## src/rtl/prio_intc_pkg.sv

```systemverilog
package prio_intc_pkg;

    // Default geometry of the controller
    localparam int unsigned RST_LEVELS  = 3;   // maskable restart levels
    localparam int unsigned VEC_WIDTH   = 16;  // width of the vector output
    localparam int unsigned SYNC_DEPTH  = 2;   // synchroniser flops per input
    localparam int unsigned VEC_LOWEST  = 'h2C; // vector of restart level 0
    localparam int unsigned VEC_SPACING = 8;    // distance between level vectors

    // Vector of restart level idx; the trap sits one spacing below level 0
    function automatic int unsigned level_vector(input int unsigned idx,
                                                 input int unsigned base,
                                                 input int unsigned step);
        return base + step * idx;
    endfunction

    function automatic int unsigned trap_vector(input int unsigned base,
                                                input int unsigned step);
        return base - step;
    endfunction

endpackage

```

## src/rtl/prio_intc_sync.sv

```systemverilog
module prio_intc_sync #(
    parameter int unsigned W      = 5,
    parameter int unsigned STAGES = 2
) (
    input  logic         clk,
    input  logic         rst_n,
    input  logic [W-1:0] d,
    output logic [W-1:0] q
);
    logic [STAGES-1:0][W-1:0] stg_q;
    logic [STAGES-1:0][W-1:0] stg_d;

    always_comb begin
        stg_d[0] = d;
        for (int s = 1; s < int'(STAGES); s++) begin
            stg_d[s] = stg_q[s-1];
        end
    end

    always_ff @(posedge clk or negedge rst_n) begin
        if (!rst_n) stg_q <= '0;
        else        stg_q <= stg_d;
    end

    assign q = stg_q[STAGES-1];
endmodule

```

## src/rtl/prio_intc_edge.sv

```systemverilog
module prio_intc_edge (
    input  logic clk,
    input  logic rst_n,
    input  logic lvl,     // synchronised input
    input  logic clr,     // service or software clear
    output logic pend     // latched rising edge
);
    typedef struct packed {
        logic prev;
        logic pend;
    } edge_st_t;

    edge_st_t st_q, st_d;

    always_comb begin
        st_d      = st_q;
        st_d.prev = lvl;
        if (clr)             st_d.pend = 1'b0;
        if (lvl && !st_q.prev) st_d.pend = 1'b1;  // a new edge wins over a clear
    end

    always_ff @(posedge clk or negedge rst_n) begin
        if (!rst_n) st_q <= '0;
        else        st_q <= st_d;
    end

    assign pend = st_q.pend;
endmodule

```

## src/rtl/prio_intc_resolve.sv

```systemverilog
module prio_intc_resolve #(
    parameter int unsigned NSRC     = 5,
    parameter int unsigned AW       = 16,
    parameter int unsigned VBASE    = 'h2C,
    parameter int unsigned VSTEP    = 8
) (
    input  logic [NSRC-1:0] req,     // [NSRC-1] trap ... [0] general
    output logic [NSRC-1:0] grant,
    output logic            any,
    output logic [AW-1:0]   vec
);
    import prio_intc_pkg::*;

    logic higher;

    always_comb begin
        higher = 1'b0;
        grant  = '0;
        for (int i = int'(NSRC) - 1; i >= 0; i--) begin
            grant[i] = req[i] & ~higher;
            higher   = higher | req[i];
        end
    end

    always_comb begin
        vec = '0;
        for (int i = 1; i < int'(NSRC) - 1; i++) begin
            if (grant[i]) vec = AW'(level_vector(i - 1, VBASE, VSTEP));
        end
        if (grant[NSRC-1]) vec = AW'(trap_vector(VBASE, VSTEP));
    end

    assign any = |grant;
endmodule

```

## src/rtl/prio_intc.sv

```systemverilog
module prio_intc #(
    parameter int unsigned NUM_RST = prio_intc_pkg::RST_LEVELS,
    parameter int unsigned ADDR_W  = prio_intc_pkg::VEC_WIDTH,
    parameter int unsigned SYNC_N  = prio_intc_pkg::SYNC_DEPTH,
    parameter int unsigned VBASE   = prio_intc_pkg::VEC_LOWEST,
    parameter int unsigned VSTEP   = prio_intc_pkg::VEC_SPACING
) (
    input  logic                 clk,
    input  logic                 rst_n,
    input  logic                 trap_i,
    input  logic [NUM_RST-1:0]   lvl_i,
    input  logic                 gen_req_i,
    input  logic                 sample_i,
    input  logic                 ei_i,
    input  logic                 di_i,
    input  logic                 setmask_i,
    input  logic [NUM_RST+1:0]   setmask_data_i,
    input  logic                 rdmask_i,
    output logic                 accept_o,
    output logic [ADDR_W-1:0]    vec_o,
    output logic                 gen_ack_o,
    output logic [2*NUM_RST:0]   status_o
);
    localparam int unsigned NSRC   = NUM_RST + 2;
    localparam int unsigned TOP    = NSRC - 1;        // trap index
    localparam int unsigned L_EDGE = NSRC - 2;        // edge-latched level index
    localparam int unsigned MWE    = NUM_RST;         // mask write enable bit
    localparam int unsigned CLRB   = NUM_RST + 1;     // latch clear bit
    localparam int unsigned STW    = 2 * NUM_RST + 1;

    typedef struct packed {
        logic               ie;
        logic [NUM_RST-1:0] mask;
        logic               take;
        logic [ADDR_W-1:0]  vec;
        logic               ack;
        logic [STW-1:0]     stat;
    } ctl_t;

    ctl_t st_q, st_d;

    logic [NSRC-1:0]    sy;
    logic               trap_pend, edge_pend;
    logic [NUM_RST-1:0] lvl_pend;
    logic [NSRC-1:0]    req, grant;
    logic               any_grant;
    logic [ADDR_W-1:0]  res_vec;
    logic               edge_clr;

    // Synchronise every request input
    prio_intc_sync #(.W(NSRC), .STAGES(SYNC_N)) u_sync (
        .clk   (clk),
        .rst_n (rst_n),
        .d     ({trap_i, lvl_i, gen_req_i}),
        .q     (sy)
    );

    // Trap: edge latch qualified by the present level
    prio_intc_edge u_trap_edge (
        .clk   (clk),
        .rst_n (rst_n),
        .lvl   (sy[TOP]),
        .clr   (grant[TOP]),
        .pend  (trap_pend)
    );

    // Highest restart level: edge latch held until serviced or cleared
    assign edge_clr = grant[L_EDGE] | (setmask_i & setmask_data_i[CLRB]);

    prio_intc_edge u_lvl_edge (
        .clk   (clk),
        .rst_n (rst_n),
        .lvl   (sy[L_EDGE]),
        .clr   (edge_clr),
        .pend  (edge_pend)
    );

    // Pending view of the restart levels
    generate
        for (genvar k = 0; k < int'(NUM_RST); k++) begin : g_lvl
            if (k == int'(NUM_RST) - 1) begin : g_edge
                assign lvl_pend[k] = edge_pend;
            end else begin : g_level
                assign lvl_pend[k] = sy[k+1];
            end
        end
    endgenerate

    // Qualified requests, only at the sampling point
    always_comb begin
        req           = '0;
        req[TOP]      = trap_pend & sy[TOP];
        req[TOP-1:1]  = lvl_pend & ~st_q.mask & {NUM_RST{st_q.ie}};
        req[0]        = sy[0] & st_q.ie;
        if (!sample_i) req = '0;
    end

    prio_intc_resolve #(.NSRC(NSRC), .AW(ADDR_W), .VBASE(VBASE), .VSTEP(VSTEP)) u_res (
        .req   (req),
        .grant (grant),
        .any   (any_grant),
        .vec   (res_vec)
    );

    always_comb begin
        st_d      = st_q;
        st_d.take = any_grant;
        st_d.vec  = res_vec;
        st_d.ack  = grant[0];
        if (ei_i)      st_d.ie = 1'b1;
        if (di_i)      st_d.ie = 1'b0;
        if (any_grant) st_d.ie = 1'b0;
        if (setmask_i && setmask_data_i[MWE]) st_d.mask = setmask_data_i[NUM_RST-1:0];
        if (rdmask_i)  st_d.stat = {lvl_pend, st_q.ie, st_q.mask};
    end

    always_ff @(posedge clk or negedge rst_n) begin
        if (!rst_n) begin
            st_q      <= '0;
            st_q.mask <= '1;
        end else begin
            st_q <= st_d;
        end
    end

    assign accept_o  = st_q.take;
    assign vec_o     = st_q.vec;
    assign gen_ack_o = st_q.ack;
    assign status_o  = st_q.stat;

    // Internal state exposed to the bound checker
    logic               ie_w;
    logic [NUM_RST-1:0] mask_w;
    assign ie_w   = st_q.ie;
    assign mask_w = st_q.mask;
endmodule

```

## config.mk

```make
export PLATFORM = sky130hd
export DESIGN_NAME = prio_intc
export DESIGN_NICKNAME = d
export VERILOG_FILES = /design/src/rtl/prio_intc_pkg.sv /design/src/rtl/prio_intc_sync.sv /design/src/rtl/prio_intc_edge.sv /design/src/rtl/prio_intc_resolve.sv /design/src/rtl/prio_intc.sv
export SDC_FILE = /design/constraint.sdc
export NUM_CORES = 1
export LEC_CHECK = 0
export CAP_MARGIN = 20
export CORE_UTILIZATION = 43
export DETAILED_ROUTE_END_ITERATION = 6
export MAX_ROUTING_LAYER = met4
export PLACE_DENSITY = 0.78
export REMOVE_ABC_BUFFERS = 1
export SLEW_MARGIN = 20
export SYNTH_ARGS = -nofsm -noshare
export SYNTH_HDL_FRONTEND = slang
export SYNTH_SLANG_ARGS = --single-unit
```

## constraint.sdc

```tcl
create_clock -name clk -period 1.7 [get_ports clk]
set_clock_uncertainty 0.2 [all_clocks]
set_input_delay 0.34 -clock clk [delete_from_list [all_inputs] [get_ports clk]]
set_output_delay 0.34 -clock clk [all_outputs]
set_load 0.005 [all_outputs]
```

# Yosys cells after proc, flatten, opt, wreduce, memory -nomap -nowiden
# Index checks and enable logic that the tools add are counted.
[word_totals]
elab_cells = 51
ff_bits = 43
input_bits = 17
output_inout_bits = 25
[op_classes]
n_reduce_logical = 9
muxes = 12
bitwise = 18
[ops]
columns = ["op", "n"]
rows = [
  ["16-bit two-way mux", 3],
  ["1-bit AND", 7],
  ["1-bit two-way mux", 7],
  ["3-bit AND", 2],
  ["6-bit two-way mux", 1],
  ["5-bit two-way mux", 1],
  ["5-bit OR reduction", 1],
  ["1-bit inverter", 4],
  ["1-bit bitwise OR", 4],
  ["2-bit nonzero test", 2],
  ["1-bit logical AND", 3],
  ["3-bit inverter", 1],
  ["3-bit nonzero test", 1],
  ["1-bit logical NOT", 2],
]

# Logic depth before layout (Yosys ltp)
# Gate-level depths: netlist of run 1.
[depth]
word_depth = 12
ltp_mapped = 3
depth_no_buf = 3

# Modules after synthesis
# A second synthesis of run 1 with hierarchy kept.
[hier_totals]
cells_unflattened = 97
area_unflattened_um2 = 1520.2
[by_module_without_submodules]
columns = ["mod", "instances", "cells_per_inst", "area_each_um2", "seq_area_each_um2"]
rows = [
  ["prio_intc", 1, 50, 953.4, 729.4],
  ["prio_intc_sync", 1, 10, 250.2, 250.2],
  ["prio_intc_resolve", 1, 27, 176.4, 0.0],
  ["prio_intc_edge", 2, 5, 70.1, 50.0],
]

# Worst setup path before layout of run 1
# No wires, ideal clock.
[synth_path]
path_kind = "register to register"
start = "register st_q (netlist bit mask_w[0])"
end = "register st_q (netlist bit ie_w)"
required_ps = 1379
setup_ps = 121
n_path_buf = 0
period_less_slack_ps = 1455
slack_ps = 245
arrival_time_ps = 1135
stages_incl_launch_ff = 4
cell_sequence = "dfstp_2 nor2b_1 or3_1 and4b_1"
[synth_via]
elab_chain_len = 9
elab_cells_between_ends = 11
classes_between = "mux (2); bitwise (7); reduce/logical (2)"
[synth_lines]
columns = ["element", "line_no", "source"]
rows = [
  ["from (decl)", "prio_intc.sv:40", "ctl_t st_q, st_d;"],
  ["from (signal assigned)", "prio_intc.sv:122", "st_q <= st_d;"],
  ["3-bit inverter (*)", "prio_intc.sv:93", "req[TOP-1:1] = lvl_pend & ~st_q.mask & {NUM_RST{st_q.ie}};"],
  ["3-bit AND (*) (2 in a row)", "prio_intc.sv:93", ""],
  ["5-bit two-way mux (*)", "prio_intc.sv:95", "if (!sample_i) req = '0;"],
  ["1-bit bitwise OR", "prio_intc_resolve.sv:21", "higher = higher | req[i];"],
  ["1-bit inverter", "prio_intc_resolve.sv:20", "grant[i] = req[i] & ~higher;"],
  ["1-bit AND", "prio_intc_resolve.sv:20", ""],
  ["5-bit OR reduction (*)", "prio_intc_resolve.sv:33", "assign any = |grant;"],
  ["3-bit nonzero test (no source line) / 1-bit two-way mux (equally long branches)", "-", ""],
]
# Mark *: on every way between the ends. The rest lies on a longest branch, timed or not.
# A chain may end at the register's enable or synchronous reset.

# Worst setup path after layout of run 1
[layout_path]
start = "register st_q (netlist bit status_o[2])"
end = "output port status_o[2]"
[layout_rtl]
columns = ["element", "line_no", "source"]
rows = [
  ["to (decl)", "prio_intc.sv:22", "output logic [2*NUM_RST:0] status_o"],
]
# No word-level cell between the ends.

==> results.sh, run 1 <==
export IMPL_critical_path_required_ns=1.16
export IMPL_avgViaCountPerCell=4.71
export IMPL_r2r_cells=3
export IMPL_core_area_um2=2480
export IMPL_wl_met1_um=757
export IMPL_top_layer="met4"
export IMPL_layout_drive_gt1_share=0.171
export IMPL_synthSimpleGateAreaFrac=0.0826
export IMPL_cts_num_sinks=30
export IMPL_fp_row_count=18
export IMPL_synth_xor_area_share=0
export IMPL_clk_path_buf_depth=2
export IMPL_cts_hold_buf=0
export IMPL_max_freq_mhz=657
export IMPL_regToRegStartpoint="mask_w[0]$_DFFE_PN1P_"
export IMPL_port_buffers=29
export IMPL_synth_edf_count=0
export IMPL_criticalPathCategory="reg -> out"
export IMPL_muxShareOfSynthArea=0.0991
export IMPL_finalSetupViolations=0
export IMPL_synth_top_cell_area_share=0.595
export IMPL_routed_wl_mm=1.90
export IMPL_rsz0062_at_grt="no"
export IMPL_boundaryPins=42
export IMPL_ys_types=25
export IMPL_yosysTopAreaCell="dfrtp_1"
export IMPL_via_count=721
export IMPL_place_inst=145
export IMPL_finalNonFillerCells=153
export IMPL_synthAdderAreaFrac=0
export IMPL_outcome="finished, final reports clean"
export IMPL_path_max_fanout=2
export IMPL_leakagePower_nw=0.743
export IMPL_ant_nets=0
export IMPL_fp_dieH_um=53.4
export IMPL_grt_start_max_net_pins=13
export IMPL_max_cap_violations=0
export IMPL_routedWlPerCell_um=12.4
export IMPL_grt_pass1_wl_mm=3.12
export IMPL_slew_violations=0
export IMPL_pre_cts_slack_ns=-0.134
export IMPL_power_mw=1.41
export IMPL_die_x_um=53.4
export IMPL_dp_hpwl_mm=1.46
export IMPL_cp_buffers_inverters=1
export IMPL_firstDrtPassIters=3
export IMPL_startpoint_type="flip-flop"
export IMPL_drt_iter0_drc=2
export IMPL_gp_congestion=0.856
export IMPL_area_growth_syn_to_layout_pct=33.1
export IMPL_grt_total_usage=0.173
export IMPL_drc=0
export IMPL_finalSetupTns_ns=0
export IMPL_fin_ws_ns=0.177
export IMPL_antenna_cells=0
export IMPL_hold_viol=0
export IMPL_cp_top_family="flip-flops"
export IMPL_synth_seq_cells=30
export IMPL_htree_levels=2
export IMPL_period_minus_slack_ns=1.52
export IMPL_rr_endpoint="ie_w$_DFFE_PN0P_"
export IMPL_slowest_delay_ns=0.39
export IMPL_met3_length_um=174
export IMPL_crit_chain="dlygate4sd2_1"
export IMPL_synth_top_family_by_area="multiplexers"
export IMPL_r2r_slack_ns=0.19
export IMPL_cts_tree="done"
export IMPL_num_nets_final=140
export IMPL_antenna_found_initial=0
export IMPL_fillers=232
export IMPL_end_kind="primary output"
export IMPL_regArea_um2=754
export IMPL_start_util=0.459
export IMPL_ys_seq_area_frac=0.664
export IMPL_min_period_over_period=0.896
export IMPL_synth_ff_type="dfrtp_1"
export IMPL_multi_input_area_um2=314
export IMPL_synth_area_top_cells="dfrtp_1, buf_4, dfstp_2"
export IMPL_synth_compound_area_share=0.0551
export IMPL_insertion_delay_ns=0.32
export IMPL_yosysWarnings=0
export IMPL_irDropWorstVdd_mv=0.562
export IMPL_hold_class="in -> async"
export IMPL_slowest_stage="dfrtp_1"
export IMPL_whs_ns=0.0974
export IMPL_dieArea_um2=2850
export IMPL_cts_made_buffers=5
export IMPL_route_met2_wl_um=932
export IMPL_syn_area_um2=1140
export IMPL_async_flop_share=1.00
export IMPL_arrival_ns=0.98
export IMPL_syn_area_per_cell_um2=13.9
export IMPL_cts_root_buffer="clkbuf_4"
export IMPL_grt_pass1_vias=721
export IMPL_syn_inst=82
export IMPL_clkSlewWorstSetupHoldPaths_ns=0.08
export IMPL_power_density_nw_per_um2=935
export IMPL_grt_ovfl_total=0
-- cells in the mapped netlist, types with 2 or more instances --
| cell type | instances |
|---|---|
| nor2b_1 | 2 |
| nand2_1 | 3 |
| mux2_2 | 4 |
| dfstp_2 | 3 |
| inv_1 | 2 |
| nand2b_1 | 2 |
| mux2_1 | 6 |
| nor2_1 | 3 |
| buf_4 | 13 |
| nand3_1 | 3 |
| dfrtp_1 | 27 |
-- state kept, by name (all words and copies together), names as in the netlist --
| signal | flops |
|---|---|
| u_trap_edge.st_q | 1 |
| status_o | 7 |
| accept_o | 1 |
| u_lvl_edge.pend | 1 |
| u_lvl_edge.st_q | 1 |
| u_sync.q | 5 |
| u_trap_edge.pend | 1 |
| ie_w | 1 |
| gen_ack_o | 1 |
| mask_w | 3 |
| vec_o | 3 |
| u_sync.stg_d | 5 |
-- worst max path at each step --
stage | from | to | slack, ns | cells past startpoint
3_3_place_gp | sample_i | u_lvl_edge.pend$_DFFE_PN0P_ | -0.10 | 4
2_1_floorplan | mask_w[0]$_DFFE_PN1P_ | ie_w$_DFFE_PN0P_ | 0.24 | 3
5_1_grt | mask_w[0]$_DFFE_PN1P_ | ie_w$_DFFE_PN0P_ | 0.11 | 3
6_report | status_o[2]$_DFFE_PN0P_ | status_o[2] | 0.18 | 1
3_5_place_dp | sample_i | u_lvl_edge.pend$_DFFE_PN0P_ | -0.13 | 4
4_1_cts | gen_ack_o$_DFF_PN0_ | gen_ack_o | 0.005 | 1
-- cells by family after synthesis --
family / count (synthesis)
flip-flops: 30
AND/OR/NAND/NOR: 17
buffers and inverters: 16
multiplexers: 10
AO/OA/AOI/OAI: 8
other: 1
-- metrics by stage --
step / utilization / area, um^2
after floorplan: - / 1080
after global placement: 0.593 / 1470
after detailed placement: 0.593 / 1470
after CTS: 0.609 / 1510
after global routing: 0.611 / 1510
final: 0.611 / 1510
-- layout by cell type, fill, tap and decap left out, drive strengths merged, types with 3 or more instances in the layout --
cell           instances
buf                    8
clkbuf                 7
clkdlybuf4s50         16
conb                  12
dfrtp                 27
dfstp                  3
dlygate4sd2           11
mux2                  10
nand2                  4
nand3                  3
nor2                   3
-- metal layers --
layer | vias to the layer above | global-route usage
li1 | 337 | -
met1 | 342 | 0.182
met2 | 35 | 0.269
met3 | 7 | 0.0891
met4 | 0 | 0.0789
met5 | - | -
-- cell type report --
cell class / instances / share of cell area
clock buffers: 7 / 0.0298
inverters: 2 / 0.00496
multi-input cells: 47 / 0.208
flip-flops and latches: 30 / 0.499
well taps: 30 / 0.0248
repair buffers: 37 / 0.234
-- repair_timing --
item                                    in CTS  in global routing
endpoints found under the setup margin      11                  2
resized for setup                           11                  2
setup buffers                                1                  0
-- where the power goes --
group | switching [mW] | internal (mW) | leakage (nW)
combinational | 0.0815 | 0.131 | 0.360
sequential | 0.0414 | 0.789 | 0.357
clock | 0.216 | 0.155 | 0.0254
total | 0.339 | 1.08 | 0.743
Power figures use the tool's default switching activity.
==> inputs of run 2 (changes only) <==
- CORE_MARGIN: not set -> 2
==> run 2 against run 1 <==
  * Clock power grew 13%
  * Critical path depth unchanged
  * Wire length up 2.2%
  * Fmax up 0.26%
  * Flip-flop and latch count stayed put
  * Count of clock-buffer cells in the layout rose by 1
  * Sequential power about the same
  * Global-route usage fell by 2.2 points
  * Final cell count did not move
  * Total power rose by 3.1%
  * Highest routed layer unchanged
==> results.sh, run 2 (same netlist as run 1, synthesis figures left out) <==
export IMPL_max_freq_mhz=658
export IMPL_p_sw_frac=0.233
export IMPL_routed_wl_mm=1.94
export IMPL_ant_nets=0
export IMPL_htree_levels=2
export IMPL_grt_total_usage=0.152
export IMPL_antenna_cells=0
export IMPL_grt_pass1_vias=740
export IMPL_pwr_share_comb=0.143
export IMPL_dieArea_um2=3070
export IMPL_finalNonFillerCells=153
export IMPL_arrival_ns=0.98
export IMPL_area_growth_syn_to_layout_pct=33.3
export IMPL_fp_dieH_um=55.4
export IMPL_die_x_um=55.4
export IMPL_routedWlPerCell_um=12.7
export IMPL_criticalPathCategory="reg -> out"
export IMPL_final_area_um2=1510
export IMPL_power_mw=1.46
export IMPL_fillers=212
export IMPL_r2r_slack_ns=0.18
export IMPL_port_buffers=29
export IMPL_leakagePower_nw=0.765
export IMPL_antenna_found_initial=0
export IMPL_cts_num_sinks=30
export IMPL_core_area_um2=2500
export IMPL_regToRegStartpoint="mask_w[0]$_DFFE_PN1P_"
export IMPL_cts_root_buffer="clkbuf_4"
export IMPL_irDropWorstVdd_mv=0.622
export IMPL_crit_chain="dlygate4sd2_1"
export IMPL_startpoint_type="flip-flop"
export IMPL_max_cap_violations=0
export IMPL_drt_iter0_drc=6
export IMPL_period_minus_slack_ns=1.52
export IMPL_grt_pass1_wl_mm=3.32
export IMPL_clkSlewWorstSetupHoldPaths_ns=0.08
export IMPL_firstDrtPassIters=4
export IMPL_slowest_delay_ns=0.38
export IMPL_p_int_mw=1.12
export IMPL_path_max_fanout=2
export IMPL_critical_path_required_ns=1.16
export IMPL_grt_ovfl_total=0
export IMPL_cts_hold_buf=0
export IMPL_num_nets_final=139
export IMPL_p_switching_mw=0.340
export IMPL_hold_viol=0
export IMPL_cp_top_family="flip-flops"
export IMPL_regArea_um2=754
export IMPL_cts_setup_buffers=0
export IMPL_slew_violations=0
export IMPL_layout_commonest_cell="dfrtp_1"
export IMPL_slowest_stage="dfrtp_1"
export IMPL_cp_startpoint="status_o[6]$_DFFE_PN0P_"
export IMPL_worstSetupEndpoint="status_o[6]"
export IMPL_clkPwrFrac=0.289
export IMPL_pwr_share_seq=0.568
export IMPL_outcome="finished, final reports clean"
export IMPL_power_density_nw_per_um2=963
export IMPL_ctsResizeCount=9
export IMPL_avgViaCountPerCell=4.80
export IMPL_drc=0
export IMPL_rr_endpoint="ie_w$_DFFE_PN0P_"
export IMPL_layout_drive_gt1_share=0.171
export IMPL_cts_tree="done"
export IMPL_via_count=735
export IMPL_end_kind="primary output"
export IMPL_final_cell_mix="dfrtp_1, clkdlybuf4s50_1, conb_1"
export IMPL_gp_congestion=0.771
export IMPL_largest_register_ffs=7
export IMPL_place_inst=145
export IMPL_cp_depth=1
export IMPL_insertion_delay_ns=0.32
export IMPL_finalSetupViolations=0
export IMPL_min_period_over_period=0.894
export IMPL_fp_row_count=18
export IMPL_whs_ns=0.114
export IMPL_grt_start_max_net_pins=12
export IMPL_place_area_um2=1460
export IMPL_start_util=0.454
export IMPL_rsz0062_at_grt="no"
export IMPL_cts_made_buffers=5
export IMPL_clk_path_buf_depth=2
export IMPL_dp_hpwl_mm=1.49
export IMPL_r2r_cells=3
export IMPL_multi_input_area_um2=314
export IMPL_boundaryPins=42
export IMPL_cp_buffers_inverters=1
export IMPL_hold_class="in -> async"
-- run 2: cell types whose count changed in the layout (fill, tap and decap cells not counted), sizes merged --
cell and delta:
clkbuf +1, dlymetal6s2s +2, buf -1, dlygate4sd2 -2
-- run 2: per-layer routing --
| metal | GRT usage | wire length [um] |
|---|---|---|
| met5 | - | 0 |
| met4 | 0.0732 | 42 |
| met3 | 0.0773 | 185 |
| met2 | 0.238 | 943 |
| met1 | 0.157 | 772 |
-- run 2: area by class of cell --
type,count,share of cell area
clock buffer,8,0.0388
inverter,2,0.00496
multi-input combinational,47,0.207
sequential,30,0.498
tap,30,0.0248
timing repair buffer,36,0.226
-- run 2: metrics by stage --
stage	worst slack [ns]	utilization	setup TNS, ns
finish	0.181	0.606	0
CTS	0.00201	0.602	0
global placement	-0.102	0.583	-0.308
global route	0.101	0.606	0
detailed placement	-0.136	0.583	-0.410
floorplan	0.245	-	0
-- run 2: worst min-delay path by stage --
stage / start / end / depth (start not counted)
after floorplan: rst_n / accept_o$_DFF_PN0_ / 0
after global placement: u_sync.stg_d[7]$_DFF_PN0_ / u_sync.q[2]$_DFF_PN0_ / 0
after detailed placement: u_sync.stg_d[5]$_DFF_PN0_ / u_sync.q[0]$_DFF_PN0_ / 0
after CTS: rst_n / status_o[1]$_DFFE_PN0P_ / 1
after global routing: rst_n / u_sync.stg_d[6]$_DFF_PN0_ / 1
final: rst_n / status_o[0]$_DFFE_PN0P_ / 1
-- run 2: power by group through the flow --
| stage | registers, mW | clock network [mW] | logic, mW |
|---|---|---|---|
| finish | 0.828 | 0.422 | 0.209 |
| CTS | 0.830 | 0.443 | 0.214 |
| global route | 0.838 | 0.473 | 0.232 |
| detailed placement | 0.845 | 0 | 0.234 |
| floorplan | 0.839 | 0 | 0.0736 |
| global placement | 0.842 | 0 | 0.227 |
==> inputs of run 3 (changes only) <==
- CORE_UTILIZATION: 43 -> 40
- PLACE_DENSITY: 0.78 -> 0.73
==> run 3 against run 2 <==
  * Wire length is 4.7% lower
  * Highest routed layer unchanged
  * Largest power group unchanged
  * Global-route usage shrank 1.6 points
  * Register-to-register slack gained 0.03 ns
  * Sequential share of layout area fell by 0.73 points
  * Critical endpoint is now status_o[2]
  * Flip-flop and latch count unchanged
  * Largest cell class unchanged
  * Critical path type unchanged
==> results.sh, run 3 (same netlist as run 1, synthesis figures left out) <==
export IMPL_layout_drive_gt1_share=0.180
export IMPL_end_kind="primary output"
export IMPL_clk_path_buf_depth=2
export IMPL_top_layer="met4"
export IMPL_antenna_found_initial=0
export IMPL_fillers=257
export IMPL_ctsResizeCount=13
export IMPL_insertion_delay_ns=0.33
export IMPL_firstDrtPassIters=4
export IMPL_cts_num_sinks=30
export IMPL_dp_hpwl_mm=1.39
export IMPL_rsz0062_at_grt="no"
export IMPL_htree_levels=2
export IMPL_cts_root_buffer="clkbuf_4"
export IMPL_startpoint_type="flip-flop"
export IMPL_p_sw_frac=0.229
export IMPL_criticalPathCategory="reg -> out"
export IMPL_p_switching_mw=0.363
export IMPL_max_cap_violations=0
export IMPL_cts_setup_buffers=0
export IMPL_whs_ns=0.157
export IMPL_fp_dieH_um=57.3
export IMPL_irDropWorstVdd_mv=0.897
export IMPL_grt_total_usage=0.136
export IMPL_arrival_ns=0.99
export IMPL_grt_pass1_wl_mm=3.08
export IMPL_path_max_fanout=2
export IMPL_slowest_delay_ns=0.39
export IMPL_area_growth_syn_to_layout_pct=35.2
export IMPL_via_count=706
export IMPL_critical_path_required_ns=1.16
export IMPL_antenna_cells=0
export IMPL_route_met2_wl_um=937
export IMPL_regToRegStartpoint="mask_w[0]$_DFFE_PN1P_"
export IMPL_cts_hold_buf=0
export IMPL_slowest_stage="dfrtp_1"
export IMPL_met3_length_um=158
export IMPL_ant_nets=0
export IMPL_dieArea_um2=3280
export IMPL_clkPwrFrac=0.345
export IMPL_grt_pass1_vias=713
export IMPL_core_area_um2=2730
export IMPL_wl_met1_um=737
export IMPL_die_x_um=57.3
export IMPL_num_nets_final=138
export IMPL_slew_violations=0
export IMPL_cts_tree="done"
export IMPL_power_density_nw_per_um2=1030
export IMPL_cts_made_buffers=5
export IMPL_cp_top_family="flip-flops"
export IMPL_largest_register_ffs=7
export IMPL_cp_startpoint="status_o[2]$_DFFE_PN0P_"
export IMPL_crit_chain="dlygate4sd2_1"
export IMPL_port_buffers=29
export IMPL_period_minus_slack_ns=1.53
export IMPL_drt_iter0_drc=15
export IMPL_start_util=0.416
export IMPL_p_int_mw=1.22
export IMPL_hold_class="in -> async"
export IMPL_gp_congestion=0.747
export IMPL_fp_row_count=19
export IMPL_boundaryPins=42
export IMPL_clkSlewWorstSetupHoldPaths_ns=0.09
export IMPL_hold_viol=0
export IMPL_pwr_share_comb=0.132
export IMPL_min_period_over_period=0.900
export IMPL_drc=0
export IMPL_avgViaCountPerCell=4.61
export IMPL_max_freq_mhz=654
export IMPL_routedWlPerCell_um=12.1
export IMPL_cp_buffers_inverters=1
export IMPL_final_cell_mix="dfrtp_1, clkdlybuf4s50_1, dlygate4sd2_1"
export IMPL_routed_wl_mm=1.85
export IMPL_grt_ovfl_total=0
export IMPL_layout_commonest_cell="dfrtp_1"
export IMPL_grt_start_max_net_pins=31
export IMPL_outcome="finished, final reports clean"
export IMPL_place_area_um2=1480
export IMPL_pwr_share_seq=0.523
export IMPL_final_area_um2=1540
export IMPL_leakagePower_nw=0.730
export IMPL_finalSetupViolations=0
-- run 3: cell count changes in the layout (fill, tap and decap cells not counted), moves of 2 or more --
| cell | before | now |
|---|---|---|
| dlygate4sd2_1 | 9 | 13 |
| buf_4 | 7 | 4 |
| buf_12 | 0 | 2 |
| clkinv_2 | 0 | 2 |
| clkbuf_1 | 2 | 0 |
| dlymetal6s2s_1 | 4 | 0 |
-- run 3: final cells by class --
class / count / area (um^2) / share of cell area
repair buffers: 35 / 344 / 0.224
multi-input cells: 47 / 314 / 0.204
well taps: 31 / 38.8 / 0.0252
clock buffers: 5 / 37.5 / 0.0244
flip-flops and latches: 30 / 754 / 0.491
clock inverters: 3 / 40.0 / 0.0261
inverters: 2 / 7.51 / 0.00489
-- run 3: metrics by stage --
step	power, mW	util	setup WS, ns	setup TNS (ns)	instances
2_1_floorplan	0.912	-	0.245	0	79
4_1_cts	1.61	0.562	0.148	0	153
6_report	1.58	0.562	0.171	0	153
3_3_place_gp	1.08	0.540	-0.109	-0.308	145
5_1_grt	1.68	0.562	0.0988	0	153
3_5_place_dp	1.08	0.540	-0.128	-0.400	145
-- run 3: worst paths after layout --
kind                                                 to  slack [ns]  cells after the start
setup / recovery                            status_o[2]        0.17                      1
hold / removal             u_lvl_edge.st_q[1]$_DFF_PN0_        0.16                      2
setup reg to reg                     accept_o$_DFF_PN0_        0.21                      4
hold reg to reg                   u_sync.q[2]$_DFF_PN0_        0.16                      0
max in group asynchronous         mask_w[2]$_DFFE_PN1P_        0.90                      2
min in group clk                  u_sync.q[2]$_DFF_PN0_        0.16                      0
-- run 3: worst register-to-register path, cell delays in order (launching register included) --
cell and delay [ns]:
dfstp_2 0.55, nor2b_1 0.08, or3_1 0.39, buf_4 0.15, nand4b_1 0.08
-- run 3: power by group through the flow --
stage | clock network, mW | logic [mW] | registers (mW)
CTS | 0.567 | 0.213 | 0.830
global route | 0.605 | 0.233 | 0.839
global placement | 0 | 0.233 | 0.842
floorplan | 0 | 0.0736 | 0.839
finish | 0.547 | 0.209 | 0.829
detailed placement | 0 | 0.239 | 0.845
-- run 3: per-layer routing --
metal | vias up | track usage
met3 | 2 | 0.0726
li1 | 332 | -
met4 | 0 | 0.0598
met1 | 333 | 0.147
met2 | 39 | 0.207
met5 | - | -
